## src/rtl/xbus_pkg.sv

```systemverilog
package xbus_pkg;

  localparam int CNT_W = 8;

  typedef enum logic [2:0] {
    PH_IDLE   = 3'd0,
    PH_ALE    = 3'd1,
    PH_SETUP  = 3'd2,
    PH_STROBE = 3'd3,
    PH_HOLD   = 3'd4
  } phase_t;

  typedef struct packed {
    logic [CNT_W-1:0] ale;
    logic [CNT_W-1:0] setup;
    logic [CNT_W-1:0] strobe;
    logic [CNT_W-1:0] hold;
  } profile_t;

endpackage

```

## src/rtl/xbus_stretch_decode.sv

```systemverilog
module xbus_stretch_decode
  import xbus_pkg::*;
#(
  parameter int BASE_TICKS    = 2,
  parameter int SYS_TICKS     = 2,
  parameter int STRETCH_TICKS = 8,
  parameter int UNIT_STROBE   = 4
) (
  input  logic [2:0] code,
  output profile_t   prof
);

  localparam int LONG_ALE = BASE_TICKS + STRETCH_TICKS;
  localparam int MID_EDGE = BASE_TICKS + SYS_TICKS;
  localparam int LONG_EDGE = MID_EDGE + STRETCH_TICKS;

  always_comb begin
    // Latch pulse: only the slow group widens it.
    prof.ale = code[2] ? CNT_W'(LONG_ALE) : CNT_W'(BASE_TICKS);

    // Setup and hold grow symmetrically.
    if (code == 3'd0) begin
      prof.setup = CNT_W'(BASE_TICKS);
      prof.hold  = CNT_W'(BASE_TICKS);
    end else if (!code[2]) begin
      prof.setup = CNT_W'(MID_EDGE);
      prof.hold  = CNT_W'(MID_EDGE);
    end else begin
      prof.setup = CNT_W'(LONG_EDGE);
      prof.hold  = CNT_W'(LONG_EDGE);
    end

    // Strobe width.
    if (code == 3'd0) prof.strobe = CNT_W'(BASE_TICKS);
    else              prof.strobe = CNT_W'(UNIT_STROBE * int'(code));
  end

endmodule

```

## src/rtl/xbus_sequencer.sv

```systemverilog
module xbus_sequencer
  import xbus_pkg::*;
(
  input  logic     clk,
  input  logic     rst_n,
  input  logic     start,
  input  profile_t prof_in,
  output phase_t   phase,
  output logic     strobe_last,
  output logic     done
);

  profile_t         prof_q;
  logic [CNT_W-1:0] cnt;

  always_ff @(posedge clk or negedge rst_n) begin
    if (!rst_n) begin
      phase  <= PH_IDLE;
      cnt    <= '0;
      done   <= 1'b0;
      prof_q <= '0;
    end else begin
      done <= 1'b0;
      case (phase)
        PH_IDLE: begin
          if (start) begin
            prof_q <= prof_in;
            phase  <= PH_ALE;
            cnt    <= prof_in.ale - CNT_W'(1);
          end
        end
        PH_ALE: begin
          if (cnt == '0) begin
            phase <= PH_SETUP;
            cnt   <= prof_q.setup - CNT_W'(1);
          end else begin
            cnt <= cnt - CNT_W'(1);
          end
        end
        PH_SETUP: begin
          if (cnt == '0) begin
            phase <= PH_STROBE;
            cnt   <= prof_q.strobe - CNT_W'(1);
          end else begin
            cnt <= cnt - CNT_W'(1);
          end
        end
        PH_STROBE: begin
          if (cnt == '0) begin
            phase <= PH_HOLD;
            cnt   <= prof_q.hold - CNT_W'(1);
          end else begin
            cnt <= cnt - CNT_W'(1);
          end
        end
        PH_HOLD: begin
          if (cnt == '0) begin
            phase <= PH_IDLE;
            done  <= 1'b1;
          end else begin
            cnt <= cnt - CNT_W'(1);
          end
        end
        default: phase <= PH_IDLE;
      endcase
    end
  end

  assign strobe_last = (phase == PH_STROBE) && (cnt == '0);

  // the latched profile must not move while a transfer runs.
  p_profile_frozen_r9: assert property (@(posedge clk) disable iff (!rst_n)
    (phase != PH_IDLE) && ($past(phase) != PH_IDLE) |-> $stable(prof_q));

  // completion only ever follows the hold phase.
  p_done_after_hold_r8: assert property (@(posedge clk) disable iff (!rst_n)
    $past(phase) != PH_HOLD |-> !done);

endmodule

```

## src/rtl/xbus_port_driver.sv

```systemverilog
module xbus_port_driver
  import xbus_pkg::*;
#(
  parameter int ADDR_W = 16,
  parameter int DATA_W = 8
) (
  input  logic              clk,
  input  logic              rst_n,
  input  logic              accept,
  input  logic [ADDR_W-1:0] addr_in,
  input  logic              write_in,
  input  logic [DATA_W-1:0] wdata_in,
  input  phase_t            phase,
  input  logic              strobe_last,
  input  logic [DATA_W-1:0] p0_in,
  output logic [DATA_W-1:0] rdata,
  output logic              bus_ale,
  output logic [DATA_W-1:0] p0_out,
  output logic              p0_oe,
  output logic [ADDR_W-DATA_W-1:0] p2_out,
  output logic              rd_n,
  output logic              wr_n
);

  logic [ADDR_W-1:0] addr_q;
  logic [DATA_W-1:0] wdata_q;
  logic              write_q;
  logic              busy;

  always_ff @(posedge clk or negedge rst_n) begin
    if (!rst_n) begin
      addr_q  <= '0;
      wdata_q <= '0;
      write_q <= 1'b0;
      rdata   <= '0;
    end else begin
      if (accept) begin
        addr_q  <= addr_in;
        wdata_q <= wdata_in;
        write_q <= write_in;
      end
      if (strobe_last && !write_q) rdata <= p0_in;
    end
  end

  assign busy    = (phase != PH_IDLE);
  assign bus_ale = (phase == PH_ALE);
  assign p2_out  = busy ? addr_q[ADDR_W-1:DATA_W] : '0;
  assign p0_oe   = bus_ale || (busy && write_q);

  always_comb begin
    if (bus_ale)               p0_out = addr_q[DATA_W-1:0];
    else if (busy && write_q)  p0_out = wdata_q;
    else                       p0_out = '0;
  end

  assign rd_n = !((phase == PH_STROBE) && !write_q);
  assign wr_n = !((phase == PH_STROBE) && write_q);

  // the shared port is released while the read strobe is low.
  p_read_release_r7: assert property (@(posedge clk) disable iff (!rst_n)
    !rd_n |-> !p0_oe);

  // address phase always drives the shared port.
  p_ale_drives_r2: assert property (@(posedge clk) disable iff (!rst_n)
    bus_ale |-> p0_oe && rd_n && wr_n);

endmodule

```

## src/rtl/xbus_stretch_ctrl.sv

```systemverilog
module xbus_stretch_ctrl
  import xbus_pkg::*;
#(
  parameter int ADDR_W        = 16,
  parameter int DATA_W        = 8,
  parameter int BASE_TICKS    = 2,
  parameter int SYS_TICKS     = 2,
  parameter int STRETCH_TICKS = 8,
  parameter int UNIT_STROBE   = 4
) (
  input  logic              clk,
  input  logic              rst_n,
  input  logic [2:0]        cfg_stretch,
  input  logic              req_valid,
  output logic              req_ready,
  input  logic [ADDR_W-1:0] req_addr,
  input  logic              req_write,
  input  logic [DATA_W-1:0] req_wdata,
  output logic              rsp_valid,
  output logic [DATA_W-1:0] rsp_rdata,
  output logic              bus_ale,
  output logic [DATA_W-1:0] p0_out,
  output logic              p0_oe,
  input  logic [DATA_W-1:0] p0_in,
  output logic [ADDR_W-DATA_W-1:0] p2_out,
  output logic              rd_n,
  output logic              wr_n
);

  profile_t prof;
  phase_t   phase;
  logic     strobe_last;
  logic     accept;

  assign req_ready = (phase == PH_IDLE);
  assign accept    = req_valid && req_ready;

  xbus_stretch_decode #(
    .BASE_TICKS    (BASE_TICKS),
    .SYS_TICKS     (SYS_TICKS),
    .STRETCH_TICKS (STRETCH_TICKS),
    .UNIT_STROBE   (UNIT_STROBE)
  ) u_decode (
    .code (cfg_stretch),
    .prof (prof)
  );

  xbus_sequencer u_seq (
    .clk         (clk),
    .rst_n       (rst_n),
    .start       (accept),
    .prof_in     (prof),
    .phase       (phase),
    .strobe_last (strobe_last),
    .done        (rsp_valid)
  );

  xbus_port_driver #(
    .ADDR_W (ADDR_W),
    .DATA_W (DATA_W)
  ) u_port (
    .clk         (clk),
    .rst_n       (rst_n),
    .accept      (accept),
    .addr_in     (req_addr),
    .write_in    (req_write),
    .wdata_in    (req_wdata),
    .phase       (phase),
    .strobe_last (strobe_last),
    .p0_in       (p0_in),
    .rdata       (rsp_rdata),
    .bus_ale     (bus_ale),
    .p0_out      (p0_out),
    .p0_oe       (p0_oe),
    .p2_out      (p2_out),
    .rd_n        (rd_n),
    .wr_n        (wr_n)
  );

  // an accepted request makes the block busy on the next tick.
  p_accept_busy_r1: assert property (@(posedge clk) disable iff (!rst_n)
    req_valid && req_ready |=> !req_ready);

  // completion is a single-tick pulse.
  p_done_pulse_r8: assert property (@(posedge clk) disable iff (!rst_n)
    rsp_valid |=> !rsp_valid);

  // never both strobes; idle keeps the bus quiet.
  p_one_strobe_r10: assert property (@(posedge clk) disable iff (!rst_n)
    !(!rd_n && !wr_n));
  p_idle_quiet_r10: assert property (@(posedge clk) disable iff (!rst_n)
    req_ready |-> rd_n && wr_n && !bus_ale && !p0_oe);

endmodule

```

## config.mk

```make
export PLATFORM = sky130hd
export DESIGN_NAME = xbus_stretch_ctrl
export DESIGN_NICKNAME = d
export VERILOG_FILES = /design/src/rtl/xbus_pkg.sv /design/src/rtl/xbus_stretch_decode.sv /design/src/rtl/xbus_sequencer.sv /design/src/rtl/xbus_port_driver.sv /design/src/rtl/xbus_stretch_ctrl.sv
export SDC_FILE = /design/constraint.sdc
export NUM_CORES = 1
export LEC_CHECK = 0
export ABC_AREA = 1
export BUFFER_PORTS_ARGS = -buffer_cell sky130_fd_sc_hd__buf_2
export CAP_MARGIN = 20
export CORE_ASPECT_RATIO = 0.75
export CORE_MARGIN = 5
export CORE_UTILIZATION = 43
export CTS_CLUSTER_DIAMETER = 60
export DETAILED_ROUTE_END_ITERATION = 10
export GPL_ROUTABILITY_DRIVEN = 0
export GPL_TIMING_DRIVEN = 0
export PLACE_DENSITY = 0.67
export SKIP_CTS_REPAIR_TIMING = 1
export SYNTH_ARGS = -nofsm -noshare
export SYNTH_HDL_FRONTEND = slang
export SYNTH_SLANG_ARGS = --single-unit
```

## constraint.sdc

```tcl
create_clock -name clk -period 3.4 [get_ports clk]
set_input_delay 0.17 -clock clk [delete_from_list [all_inputs] [get_ports clk]]
set_output_delay 0.17 -clock clk [all_outputs]
set_load 0.03 [all_outputs]
```

# Word level (Yosys, flattened, before mapping)
# Index checks and enable logic that the tools add are counted.
totals:
  reg_bits: 61
  output_inout_bits: 30
  word_cells: 62
  in_bits: 39
classes:
  eq_ne: 10
  n_mux: 20
  reduce_logical: 19
  addsub: 4
ops:
  columns: ["cell", "count"]
  rows:
  - ["2-to-1 mux 8 bit", 8]
  - ["case mux 8 bit (4 select lines)", 1]
  - ["subtractor 8 x 1 -> 8 bit (second input constant)", 3]
  - ["2-to-1 mux 3 bit", 5]
  - ["case mux 3 bit (5 select lines)", 1]
  - ["logical NOT 8 bit", 1]
  - ["2-to-1 mux 4 bit", 2]
  - ["== test 3 x 2 -> 1 bit (second input constant)", 2]
  - ["logical AND 1 bit", 6]
  - ["logical NOT 3 bit", 2]
  - ["inequality test 2 x 1 -> 1 bit (second input constant)", 3]
  - ["inequality test 2 bit (second input constant)", 3]
  - ["2-to-1 mux 5 bit", 1]
  - ["AND reduction 5 bit", 1]
  - ["nonzero test 5 bit", 1]
  - ["subtractor 4 x 1 -> 5 bit (second input constant)", 1]
  - ["== test 3 x 1 -> 1 bit (second input constant)", 1]
  - ["== test 3 bit (second input constant)", 1]
  - ["logical NOT 1 bit", 3]
  - ["AND reduction 3 bit", 1]
  - ["nonzero test 3 bit", 1]
  - ["2-to-1 mux 1 bit", 2]
  - ["AND reduction 2 bit", 1]
  - ["OR reduction 2 bit", 1]
  - ["logical OR 1 bit", 1]

# Logic depth before layout (Yosys ltp)
# Gate-level depths: netlist of the first run.
depth:
  ltp_word: 4
  mapped_depth: 11

# Modules after synthesis
# A second synthesis of the first run with hierarchy kept.
unflattened:
  hier_cells: 598
  area_unflattened_um2: 4265.3
modules_own_cells:
  columns: ["module", "seq_area_each_um2", "n_inst", "cells_per_inst", "area_per_inst_um2"]
  rows:
  - ["xbus_sequencer", 900.9, 1, 351, 2434.8]
  - ["xbus_port_driver", 825.8, 1, 203, 1556.5]
  - ["xbus_stretch_decode", 0.0, 1, 38, 249.0]
  - ["xbus_stretch_ctrl", 0.0, 1, 6, 25.0]

# Least setup slack after synthesis of the first run
# Ideal clock, no wire load.
synth_timing:
  path_kind: "reg2out"
  startpoint: "register u_seq.phase[0]"
  endpoint: "output p0_oe"
  setup_slack_ns: 1.729
  path_stages_with_launch: 7
  required_time_ns: 3.230
  path_buffers: 2
  arrival_ns: 1.501
  cell_sequence: "dfrtp_1 -> buf_4 -> nor2_2 -> inv_2 -> nor2_4 -> buf_2 -> o21ai_0"
synth_between:
  elab_chain_cells: 3
  elab_cells_between_ends: 4
  classes_between: "1 x eq/ne; 3 x reduce/logical"
synth_rtl:
  columns: ["item", "line", "text"]
  rows:
  - ["from (decl)", "xbus_sequencer.sv:8", "output phase_t phase,"]
  - ["from (signal assigned)", "xbus_sequencer.sv:18", "phase <= PH_IDLE;"]
  - ["from (signal assigned)", "xbus_sequencer.sv:28", "phase <= PH_ALE;"]
  - ["from (signal assigned)", "xbus_sequencer.sv:34", "phase <= PH_SETUP;"]
  - ["nonzero test 3 bit", "xbus_port_driver.sv:46", "assign busy = (phase != PH_IDLE);"]
  - ["logical AND 1 bit", "xbus_port_driver.sv:49", "assign p0_oe = bus_ale || (busy && write_q);"]
  - ["logical OR 1 bit *", "xbus_port_driver.sv:49", null]
  - ["to (decl)", "xbus_stretch_ctrl.sv:23", "output logic p0_oe,"]
# Mark *: on every way between the ends. The rest lies on a longest branch, timed or not.

# Worst setup path in the final report of the first run
layout_timing:
  startpoint: "register u_seq.phase[1]"
  endpoint: "output p0_out[7]"
layout_between:
  elab_chain_cells: 4
  elab_cells_between_ends: 5
  classes_between: "1 x eq/ne; 2 x mux; 2 x reduce/logical"
layout_rtl:
  columns: ["item", "line", "text"]
  rows:
  - ["nonzero test 3 bit", "xbus_port_driver.sv:46", null]
  - ["logical AND 1 bit", "xbus_port_driver.sv:53", "else if (busy && write_q) p0_out = wdata_q;"]
  - ["2-to-1 mux 8 bit", "xbus_port_driver.sv:53", null]
  - ["2-to-1 mux 8 bit *", "xbus_port_driver.sv:52", "if (bus_ale) p0_out = addr_q[DATA_W-1:0];"]
  - ["to (decl)", "xbus_stretch_ctrl.sv:22", "output logic [DATA_W-1:0] p0_out,"]
# Marks and branches as above.

==> results by group, run 1 <==
Run status
  – Run status: completed

Yosys
  – Most common cell in the netlist: nand2_1
  – Yosys reg bits: 50
  – Synthesized area: 2705 um2
  – Top FF cell, synth: dfrtp_1
  – Mapped Cells: 369
  – Synth area leader: dfrtp_1
  – Sequential share of the synthesized area: 0.4625
  – Post-synth cell types: 29
  – Number of flops mapped to enable cells by yosys: 0
  – Top cell type's share of synthesized area: 0.4625
  – Top post-synthesis cells by area: dfrtp_1 46%, nand2_1 22%, inv_1 4.3%
  – Syn nets: 413
  – Ys Warns: 0
  – Async S/R FF share, synth: 1.000
  – Post-synth top cells: 157 x nand2_1, 50 x dfrtp_1, 31 x inv_1
  – Syn_area_per_cell: 7.331 um2

Global route
  – Met1 Track Usage GR: 0.2567
  – Antenna violations before repair: 0
  – Met3 Usage GRT: 0.04478
  – First-pass GRT wire length: 11350 um
  – GR peak layer: met2
  – Routing usage on met2: 0.2670
  – Vias in the first global route: 2481
  – GR Overflow Total: 0
  – Largest net degree at the start of global routing: 33
  – GRT Overall Usage: 0.1781

Power and ir drop
  – Worst vdd ir: 553.0 uV
  – Tot Pwr: 3.370 mW
  – Leak: 1.799 nW
  – Power Dens Cells: 1033 nW/um2

Detailed routing
  – Post-DRT Antenna Nets: 0
  – DRC viols: 0
  – 1st-pass router iterations: 4
  – Via count: 2547
  – Drt wl/cell: 12.55 um
  – DRT iter0 DRCs: 137
  – Final WL: 6628 um
  – Vias/cell: 4.824

Timing
  – Worst Tran Pin Value: 474.5 ps
  – Final setup violation count: 0
  – Final Skew: 4.668 ps
  – Final worst-path cycle share: 0.6219
  – Min Tclk post-route: 2115 ps
  – FMAX: 472.9 MHz
  – Fin. max-slew vios: 0
  – Relative slew slack: 0.6837
  – Fin. Hold Viols: 0
  – RSZ-0062 raised after global routing: no
  – Total negative slack: 0 ps

Die
  – Cell row count: 25
  – Die Y: 78.69 um
  – Core Region: 6193 um2
  – I/O pin total: 69
  – Initial Util: 0.4368
  – Die area: 7994 um2
  – Die Width: 101.6 um

Cells and area
  – Synthesis-to-finish area growth: 20.63%
  – Final Instance Area: 3263 um2
  – Share of layout cells above drive strength 1: 0.2282
  – Layout Nets: 490
  – N_diodes: 0

Worst setup path
  – Worst Path Class, Setup: reg2out
  – Critical path required time: 3230 ps
  – Crit path capture type: primary output
  – CP max FO: 10
  – Reg2Reg Depth: 9
  – Crit start category: flop
  – CP Data Arrival Time: 1940 ps

Clock network
  – CTS Root Cell: clkbuf_8
  – CTS clock-pin slew for the worst setup and hold paths: 90 ps
  – H-tree Lvls: 2
  – Sink Count: 50
  – CTS tree: yes
  – Clock buffer depth: 2
  – CTS buffer count: 5
  – Worst-skew pair later-pin latency: 300 ps

Placement
  – Number of port buffers: 68
  – Hpwl dp: 5095 um
  – Post-DP Area: 3167 um2

Job
  – Max_cap viols: 0

Min path
  – Worst hold path depth: 3
  – Hold Crit Class: in2reg
sequential cells by signal (all words and copies together), names as in the netlist:
signal          count
u_seq.done          1
u_seq.phase         3
u_port.rdata        8
u_port.write_q      1
u_port.wdata_q      8
u_port.addr_q      16
u_seq.cnt           8
u_seq.prof_q        5
final timing paths:
path,startpoint,end,slack [ps]
worst max-delay path,u_seq.phase[1]$_DFFE_PN0P_,p0_out[7],1290
worst min-delay path,req_wdata[3],u_port.wdata_q[3]$_DFFE_PN0P_,60
worst max register to register,u_seq.cnt[0]$_DFFE_PN0P_,u_port.rdata[0]$_DFFE_PN0P_,1630
worst min register to register,u_port.rdata[1]$_DFFE_PN0P_,u_port.rdata[1]$_DFFE_PN0P_,470
max in group asynchronous,rst_n,u_port.wdata_q[6]$_DFFE_PN0P_,2550
min in group asynchronous,rst_n,u_seq.cnt[7]$_DFFE_PN0P_,340
layout by cell type, fill, tap and decap left out, types with 2 or more instances in the layout:
cell type / Yosys / layout
a21oi_1: 6 / 6
buf_2: 1 / 69
buf_4: 5 / 5
buf_6: 3 / 3
clkbuf_1: 1 / 2
clkbuf_8: 0 / 5
dfrtp_1: 50 / 50
ha_1: 5 / 5
inv_1: 31 / 31
inv_2: 6 / 6
nand2_1: 157 / 157
nand2_2: 2 / 2
nand3_1: 22 / 22
nand4_1: 3 / 3
nor2_1: 30 / 30
nor2_2: 3 / 3
nor2_4: 2 / 2
o21ai_0: 21 / 21
o21ai_1: 9 / 9
xor2_1: 2 / 2
metal layers:
metal	part of all wire	up-vias
met5	0	-
met4	0.0095	0
met3	0.079	8
met2	0.41	82
met1	0.50	1157
li1	-	1300
critical path, cell delays in order, from the launching register on:
cell	delay, ps
dfrtp_1	380
buf_6	140
nor2_2	230
nand2_1	200
clkinv_1	240
nand2_1	70
o21ai_0	120
buf_2	260
power breakdown:
| part | leakage [nW] | internal, mW | switching [mW] |
|---|---|---|---|
| Combinational | 1.15 | 0.639 | 1.36 |
| Sequential | 0.608 | 0.858 | 0.166 |
| Clock | 0.0452 | 0.146 | 0.196 |
metrics by stage:
| step | worst slack, ps | util | hold slack, ps | cells |
|---|---|---|---|---|
| after global placement | 1639 | 0.5081 | 369.4 | 518 |
| after detailed placement | 1648 | 0.5113 | 147.4 | 519 |
| after global routing | 1115 | 0.5269 | 48.23 | 528 |
| after floorplan | 1729 | - | -125.6 | 369 |
| final | 1285 | 0.5269 | 56.82 | 528 |
| after CTS | 1286 | 0.5253 | -185.7 | 527 |
kinds of logic after synthesis:
kind of cell,count (synthesis),synth area share
AO/OA/AOI/OAI,38,0.07169
adder cells (fa/ha/maj),5,0.02313
flip-flops,50,0.4625
AND/OR/NAND/NOR,225,0.3506
XOR/XNOR,3,0.009715
buffers and inverters,48,0.08233
layout make-up:
cell class	instances	area, um2
buffer	10	80.08
clock buffer	6	72.57
clock inverter	2	13.76
fill	663	2930
inverter	38	142.6
multi-input combinational	271	1231
sequential	50	1251
tap	81	101.3
timing repair buffer	70	370.4
No activity file was read; power rests on OpenSTA's default activity.
==> run 2: changes to the inputs <==
==> constraint.sdc (replaced) <==
create_clock -name clk -period 2.1 [get_ports clk]
set_input_delay 0.105 -clock clk [delete_from_list [all_inputs] [get_ports clk]]
set_output_delay 0.105 -clock clk [all_outputs]
set_load 0.03 [all_outputs]
==> results by group, run 2 (synthesis gave the netlist of run 1 again) <==
Run status
  – Run status: finished, violations left
  – Violated checks: hold timing

Die
  – Die Y: 78.69 um
  – Die area: 7994 um2
  – Initial Util: 0.4368
  – I/O pin total: 69
  – Core Region: 6193 um2
  – Cell row count: 25
  – Die Width: 101.6 um

Cells and area
  – Multi-input gate area: 1239 um2
  – Register area: 1251 um2
  – Max FFs per register: 16
  – Most frequent cells in the layout: 156 x nand2_1, 69 x buf_2, 50 x dfrtp_1, 31 x inv_1, 30 x nor2_1
  – Post-Layout Cell Count: 532
  – Synthesis-to-finish area growth: 22.53%
  – Share of layout cells above drive strength 1: 0.2306
  – Filler instances: 657
  – N_diodes: 0
  – Top reg by flops: u_port.addr_q
  – Layout Nets: 494
  – Most common cell after layout, fill and taps aside: nand2_1

Clock network
  – Worst-skew pair later-pin latency: 300 ps
  – Sink Count: 50
  – CTS Root Cell: clkbuf_8
  – H-tree Lvls: 2
  – CTS tree: yes
  – Clock buffer depth: 2
  – CTS clock-pin slew for the worst setup and hold paths: 90 ps
  – CTS buffer count: 5

Global route
  – GRT Overall Usage: 0.1781
  – First-pass GRT wire length: 11350 um
  – Antenna violations before repair: 0
  – Vias in the first global route: 2481
  – Largest net degree at the start of global routing: 33
  – GR Overflow Total: 0

Timing
  – Worst Tran Pin Value: 494.5 ps
  – Hold_ws: -4.511 ps
  – Relative slew slack: 0.6703
  – Fin. Hold Viols: 5
  – Total negative slack: 0 ps
  – FMAX: 535.2 MHz
  – Final worst-path cycle share: 0.8897
  – Fin. max-slew vios: 0
  – Final setup violation count: 0
  – Min Tclk post-route: 1868 ps
  – Final Skew: 4.419 ps
  – RSZ-0062 raised after global routing: no

Detailed routing
  – Via count: 2555
  – Vias/cell: 4.803
  – 1st-pass router iterations: 4
  – DRT iter0 DRCs: 146
  – Post-DRT Antenna Nets: 0
  – Final WL: 6731 um
  – DRC viols: 0
  – Drt wl/cell: 12.65 um

Placement
  – Inst Count DP: 519
  – Hpwl dp: 5095 um
  – Number of port buffers: 68

Worst setup path
  – Critical path required time: 2000 ps
  – CP Data Arrival Time: 1760 ps
  – Worst Path Class, Setup: reg2out
  – Crit path capture type: primary output
  – Crit start category: flop
  – Reg2Reg Depth: 9
  – CP max FO: 10

Power and ir drop
  – Seq pwr share: 0.303
  – Worst vdd ir: 896.7 uV
  – Leak: 1.815 nW
  – Part of the power in the clock network: 0.101
  – Power Dens Cells: 1657 nW/um2
  – Sw Share: 0.5130
  – P_int: 2.674 mW
  – Sw Pwr: 2.817 mW
  – Comb power frac: 0.596

Min path
  – Worst hold path depth: 3
  – Hold Crit Class: in2reg

Job
  – Max_cap viols: 0
==> run 2: cell types whose count changed in the layout (fill, tap and decap cells not counted), sizes merged <==
cell	change
clkinvlp	+1
dlygate4sd3	+4
clkinv	-1
==> run 2: stage by stage <==
step	utilization	hold slack, ps	instance area [um2]	power [mW]	setup slack (ps)
after floorplan	-	-190.6	2705	4.054	494.4
after global placement	0.5081	304.4	3147	4.846	404.4
after detailed placement	0.5113	82.37	3167	4.922	365.3
after CTS	0.5253	-250.7	3253	5.498	50.91
after global routing	0.5352	4.038	3314	6.029	91.16
final	0.5352	-4.511	3314	5.491	231.6
==> run 2: worst paths after layout <==
kind | from | endpoint | slack [ps]
worst max-delay path | u_seq.phase[2]$_DFFE_PN0P_ | p0_out[7] | 230
worst min-delay path | req_wdata[2] | u_port.wdata_q[2]$_DFFE_PN0P_ | -5
worst max register to register | u_seq.cnt[0]$_DFFE_PN0P_ | u_port.rdata[0]$_DFFE_PN0P_ | 320
worst min register to register | u_port.rdata[1]$_DFFE_PN0P_ | u_port.rdata[1]$_DFFE_PN0P_ | 470
max in group asynchronous | rst_n | u_port.addr_q[7]$_DFFE_PN0P_ | 1310
min in group asynchronous | rst_n | u_seq.cnt[7]$_DFFE_PN0P_ | 270
==> run 2: power by group through the flow <==
stage / clock [mW] / sequential (mW) / combinational (mW)
4_1_cts: 0.577 / 1.66 / 3.26
3_3_place_gp: 0 / 1.66 / 3.18
2_1_floorplan: 0 / 1.73 / 2.33
3_5_place_dp: 0 / 1.68 / 3.25
5_1_grt: 0.618 / 1.72 / 3.69
6_report: 0.556 / 1.66 / 3.27
==> run 2: cell type report <==
| class | instances | share of cell area |
|---|---|---|
| Clock inverter | 2 | 0.004153 |
| Buffer | 10 | 0.02416 |
| Tap cell | 81 | 0.03058 |
| Multi-Input combinational cell | 271 | 0.3737 |
| Clock buffer | 6 | 0.02190 |
| Timing Repair Buffer | 74 | 0.1238 |
| Inverter | 38 | 0.04417 |
| Sequential cell | 50 | 0.3775 |
==> run 2: routing by layer <==
layer	track usage	vias to the layer above	wire, um
met3	0.04478	8	582
met5	0	-	0
met4	0.04648	0	63
met2	0.2670	90	2795
met1	0.2567	1153	3290
li1	-	1304	-
==> run 2: worst max-delay path, stage by stage (launching register included) <==
cell	delay, ps
dfrtp_1	470
nor2_4	230
nand2_2	140
clkinvlp_4	190
nand2_1	60
o21ai_0	110
buf_2	250
